### src/rtl/cmpirq_pkg.sv
package cmpirq_pkg;

    typedef enum logic [1:0] {
        MODE_TOGGLE = 2'b00,
        MODE_NONE   = 2'b01,
        MODE_FALL   = 2'b10,
        MODE_RISE   = 2'b11
    } ev_mode_e;

    localparam int CTL_FLAG_BIT  = 7;
    localparam int CTL_EN_BIT    = 6;
    localparam int CTL_ROUTE_BIT = 5;

    typedef struct packed {
        logic     en;
        logic     route;
        ev_mode_e mode;
    } ctl_t;

    function automatic logic ev_match(ev_mode_e m, logic cur, logic prv);
        logic r;
        case (m)
            MODE_TOGGLE: r = cur ^ prv;
            MODE_FALL:   r = prv & ~cur;
            MODE_RISE:   r = cur & ~prv;
            default:     r = 1'b0;
        endcase
        return r;
    endfunction

endpackage

### src/rtl/cmpirq_sync.sv
module cmpirq_sync #(
    parameter int STAGES = 2
) (
    input  logic clk,
    input  logic rst,
    input  logic d,
    output logic q
);
    logic [STAGES-1:0] sh;

    generate
        if (STAGES == 1) begin : g_one
            always_ff @(posedge clk) begin
                if (rst) sh <= '0;
                else     sh <= d;
            end
        end else begin : g_chain
            always_ff @(posedge clk) begin
                if (rst) sh <= '0;
                else     sh <= {sh[STAGES-2:0], d};
            end
        end
    endgenerate

    assign q = sh[STAGES-1];
endmodule

### src/rtl/cmpirq_edge.sv
module cmpirq_edge
    import cmpirq_pkg::*;
#(
    parameter int PRIME = 3
) (
    input  logic     clk,
    input  logic     rst,
    input  logic     cur,
    input  ev_mode_e mode,
    output logic     hit
);
    localparam int CW = $clog2(PRIME + 1);

    logic          prv;
    logic [CW-1:0] cnt;
    logic          ready;

    assign ready = (cnt == CW'(PRIME));

    always_ff @(posedge clk) begin
        if (rst) begin
            prv <= 1'b0;
            cnt <= '0;
        end else begin
            prv <= cur;
            if (!ready) cnt <= cnt + 1'b1;
        end
    end

    assign hit = ready & ev_match(mode, cur, prv);
endmodule

### src/rtl/cmpirq_flag.sv
module cmpirq_flag (
    input  logic clk,
    input  logic rst,
    input  logic set,
    input  logic clr,
    output logic flag
);
    always_ff @(posedge clk) begin
        if (rst)      flag <= 1'b0;
        else if (set) flag <= 1'b1;
        else if (clr) flag <= 1'b0;
    end
endmodule

### src/rtl/cmp_event_irq.sv
module cmp_event_irq
    import cmpirq_pkg::*;
#(
    parameter int SYNC_STAGES = 2,
    parameter int REG_W       = 8,
    parameter int NUM_PINS    = 2
) (
    input  logic                clk,
    input  logic                rst,
    input  logic                cmp_in,
    input  logic                gie,
    input  logic                vec_ack,
    input  logic                reg_wr_ctl,
    input  logic                reg_wr_dis,
    input  logic [REG_W-1:0]    reg_wdata,
    output logic [REG_W-1:0]    ctl_rdata,
    output logic [REG_W-1:0]    dis_rdata,
    input  logic [NUM_PINS-1:0] pin_raw,
    output logic [NUM_PINS-1:0] pin_rd,
    output logic                cap_trig,
    output logic                irq
);
    localparam int PRIME = SYNC_STAGES + 1;

    ctl_t                ctl;
    logic [NUM_PINS-1:0] dis;
    logic                cmp_s;
    logic                ev_hit;
    logic                flag;
    logic                w1c;

    cmpirq_sync #(.STAGES(SYNC_STAGES)) u_sync (
        .clk(clk), .rst(rst), .d(cmp_in), .q(cmp_s)
    );

    cmpirq_edge #(.PRIME(PRIME)) u_edge (
        .clk(clk), .rst(rst), .cur(cmp_s), .mode(ctl.mode), .hit(ev_hit)
    );

    assign w1c = reg_wr_ctl & reg_wdata[CTL_FLAG_BIT];

    cmpirq_flag u_flag (
        .clk(clk), .rst(rst), .set(ev_hit), .clr(w1c | vec_ack), .flag(flag)
    );

    always_ff @(posedge clk) begin
        if (rst) begin
            ctl <= '{en: 1'b0, route: 1'b0, mode: MODE_TOGGLE};
            dis <= '0;
        end else begin
            if (reg_wr_ctl) begin
                ctl.en    <= reg_wdata[CTL_EN_BIT];
                ctl.route <= reg_wdata[CTL_ROUTE_BIT];
                ctl.mode  <= ev_mode_e'(reg_wdata[1:0]);
            end
            if (reg_wr_dis) dis <= reg_wdata[NUM_PINS-1:0];
        end
    end

    always_comb begin
        ctl_rdata                = '0;
        ctl_rdata[CTL_FLAG_BIT]  = flag;
        ctl_rdata[CTL_EN_BIT]    = ctl.en;
        ctl_rdata[CTL_ROUTE_BIT] = ctl.route;
        ctl_rdata[1:0]           = ctl.mode;
    end

    assign dis_rdata = {{(REG_W-NUM_PINS){1'b0}}, dis};
    assign pin_rd    = pin_raw & ~dis;
    assign cap_trig  = ctl.route & cmp_s;
    assign irq       = flag & ctl.en & gie;
endmodule

### config.mk
export PLATFORM = sky130hd
export DESIGN_NAME = cmp_event_irq
export DESIGN_NICKNAME = d
export VERILOG_FILES = /design/src/rtl/cmpirq_pkg.sv /design/src/rtl/cmpirq_sync.sv /design/src/rtl/cmpirq_edge.sv /design/src/rtl/cmpirq_flag.sv /design/src/rtl/cmp_event_irq.sv
export SDC_FILE = /design/constraint.sdc
export NUM_CORES = 1
export LEC_CHECK = 0
export BUFFER_PORTS_ARGS = -buffer_cell sky130_fd_sc_hd__buf_2
export CAP_MARGIN = 20
export CORE_MARGIN = 2
export CORE_UTILIZATION = 39
export CTS_CLUSTER_SIZE = 40
export DETAILED_ROUTE_END_ITERATION = 8
export PLACE_DENSITY = 0.81
export SYNTH_ARGS = -nofsm -noshare
export SYNTH_HDL_FRONTEND = slang
export SYNTH_SLANG_ARGS = --single-unit
### constraint.sdc
create_clock -name clk -period 1.4 [get_ports clk]
set_clock_uncertainty 0.15 [all_clocks]
set_input_delay 0.07 -clock clk [delete_from_list [all_inputs] [get_ports clk]]
set_output_delay 0.07 -clock clk [all_outputs]
set_load 0.01 [all_outputs]
==> metrics.md <==
| Metric | Value |
|---|---|
| Outcome | `finished, final reports clean` |
| H-tree depth | `1` |
| Fmax | `0.7378 GHz` |
| Distinct cells, synth | `18` |
| Vias in the first global route | `455` |
| Initial DRC count | `1` |
| Row count | `13` |
| Worst-skew pair later-pin latency | `280 ps` |
| CTS tree | `done` |
| Worst reg-to-reg setup slack | `90 ps` |
| I/O Buffers | `24` |
| Seq cells post-synth | `12` |
| Most used standard cell by instance count after synthesis | `dfxtp_1` |
| Antenna violations before repair | `0` |
| Post-synthesis compound-gate area fraction | `1.094%` |
| RePlAce Congestion | `0.7032` |
| CTS Buf Count | `3` |
| Cell Area, Placed | `655.6 µm²` |
| Die height | `42.29 µm` |
| Via count | `513` |
| First-pass iteration count of the detailed router | `4` |
| Post-synthesis simple-gate area fraction | `19.69%` |
| Post-Synth Adder-Cell Area | `6.565%` |
| Fin area | `793.3 µm²` |
| Sequential fraction of the synthesis area | `42.01%` |
| R2r worst-path depth | `5` |
| Min cycle time layout | `1355 ps` |
| Maxcap violations | `0` |
| Clk buf depth | `2` |
| R2R Path End | `u_flag.flag` |
| Mux contribution to synthesized area | `12.25%` |
| Largest cells by area after synthesis | `dfxtp_1, buf_4, mux2i_1` |
| First-pass GRT wire length | `1.932 mm` |
| CTS clock-pin slew for the worst setup and hold paths | `80 ps` |
| Vias/cell | `4.706` |
| Antenna cells | `0` |
| Root Driver | `clkbuf_4` |
| ANT nets after route | `0` |
| Area growth syn-to-layout | `38.73%` |
| Sum Neg Setup Slack | `0 ps` |
| Fillers | `131` |
| Main flop type after synthesis | `dfxtp_1` |
| Critical R2R Launch | `u_sync.sh[1]` |
| Worst vdd ir | `0.0007154 V` |
| CP Capture Point | `u_sync.sh[0]` |
| PD cells | `1020 mW/mm²` |
| WS Path Type | `input port to flop` |
| HPWL after DPL | `750.8 µm` |
| Hold_ws | `0.8506 ps` |
| Post-synth EDFFs | `0` |
| Post-CTS Setup Inserts | `0` |
| GRT overflow | `0` |
| Synth top area share | `42.01%` |
| Placed cells | `95` |
| Final wirelength | `1.133 mm` |
| Synthesized area per cell | `9.530 µm²` |
| Non-filler instance count after layout | `109` |
| Worst Path Required | `1420 ps` |
| DR WL/cell | `10.39 µm` |
| P_leak | `0.4191 nW` |
| # DRC | `0` |
| Synth Warn # | `0` |
| Share of flip-flops with an asynchronous set or reset | `0%` |
| RSZ-0062 raised after global routing | `false` |
| Worst path arrival time | `1370 ps` |
| Setup violators final | `0` |
| Cell taking the most area after synthesis | `dfxtp_1` |
| GRT Overall Usage | `15.28%` |
| Crit path from | `cmp_in` |
| Synthesized cell area | `571.8 µm²` |
| Initial Util | `42.87%` |
| Largest net degree at the start of global routing | `12` |
| Xor/xnor share of the synthesized area | `1.532%` |
| Final hold vios | `0` |
| Hold crit path type | `input port to flop` |
| Die area | `0.001788 mm²` |
| Setup crit start kind | `input port` |
| Die span in x | `42.29 µm` |
| Critical path peak fanout | `1` |
| Share of post-route cells with drive strength above 1 | `30.85%` |
| Core area | `0.001334 mm²` |
| Clock Sinks | `12` |
| Slew Viols, Final | `0` |
| Fin nets | `115` |
| Final period utilization | `96.81%` |
| Combinational family with the most area after synthesis | `simple AND/OR/NAND/NOR gates` |
| IO Pins | `37` |
| Commonest cells in the netlist | `dfxtp_1, buf_4, nor2_1` |
| CP Capture Type | `flop` |
| Post-Synthesis Cells | `60` |
where the power goes:
group / switching (mW) / internal [mW] / leakage (nW)
registers: 0.0176 / 0.369 / 0.0994
clock network: 0.122 / 0.158 / 0.0210
logic: 0.0670 / 0.0760 / 0.299
total: 0.206 / 0.603 / 0.419
worst max-delay path, stage by stage:
cell and delay [ps]:
dlygate4sd3_1 530, buf_2 110, nor2b_1 110, dlygate4sd3_1 550
timing repair:
action | 4_1_cts | 5_1_grt
resized for setup | 0 | 1
endpoints found under the hold margin | 12 | 0
hold buffers | 10 | 0
setup endpoints to repair | 0 | 1
flip-flops by register name (all words and copies together) (netlist names):
register,cells
dis,2
u_sync.sh,2
u_flag.flag,1
u_edge.cnt,2
u_edge.prv,1
ctl_rdata,4
cell type report:
class,count,area [µm²],area share (%)
Multi-Input combinational cell,42,269.0,33.91
Sequential cell,12,241.5,30.44
Tap cell,15,18.77,2.366
Clock buffer,4,36.28,4.574
Inverter,2,7.507,0.9464
Timing Repair Buffer,34,220.2,27.76
cells by family (layout without fill, tap and decap cells):
| kind of cell | count (synthesis) | count (layout) |
|---|---|---|
| AO/OA/AOI/OAI | 1 | 1 |
| XOR/XNOR | 1 | 1 |
| adder cells (fa/ha/maj) | 3 | 3 |
| buffers and inverters | 14 | 40 |
| flip-flops | 12 | 12 |
| multiplexers | 7 | 7 |
| other | 1 | 9 |
| AND/OR/NAND/NOR | 21 | 21 |
layout by cell type (no fill, tap or decap):
cell type and instances:
inv_1 2, nand4_1 1, ha_1 3, dfxtp_2 1
a31oi_1 1, dlygate4sd3_1 10, nand4b_1 1, mux2i_1 7
nand3b_1 1, clkbuf_8 1, nor2_1 9, dfxtp_1 11
xor2_1 1, and3_1 1, and2_1 1, nand2_1 1
clkbuf_4 3, conb_1 9, buf_2 24, or2b_1 2
nor2b_1 4
how the worst min path moves through the flow:
stage / startpoint / endpoint / slack, ps / cells after the start
3_5_place_dp: cmp_in / u_sync.sh[0] / 140 / 2
2_1_floorplan: rst / u_sync.sh[0] / -8 / 1
3_3_place_gp: cmp_in / u_sync.sh[0] / 130 / 2
5_1_grt: reg_wr_ctl / ctl_rdata[1] / 30 / 3
4_1_cts: reg_wr_ctl / ctl_rdata[0] / 4 / 3
6_report: reg_wr_ctl / ctl_rdata[1] / 0.9 / 3
stage by stage:
step	util [%]	power, mW	setup WS [ps]
2_1_floorplan	-	0.4915	140.4
3_3_place_gp	49.16	0.5089	87.50
3_5_place_dp	49.16	0.5158	70.64
4_1_cts	59.38	0.8141	48.70
5_1_grt	59.47	0.8520	6.560
6_report	59.47	0.8095	44.64
layer usage:
layer	global-route usage [%]	share of wire [%]
met5	0	0
met4	13.13	4.6
met2	26.46	49
met1	14.78	37
met3	3.879	9.7
(Power assumes the default switching activity.)
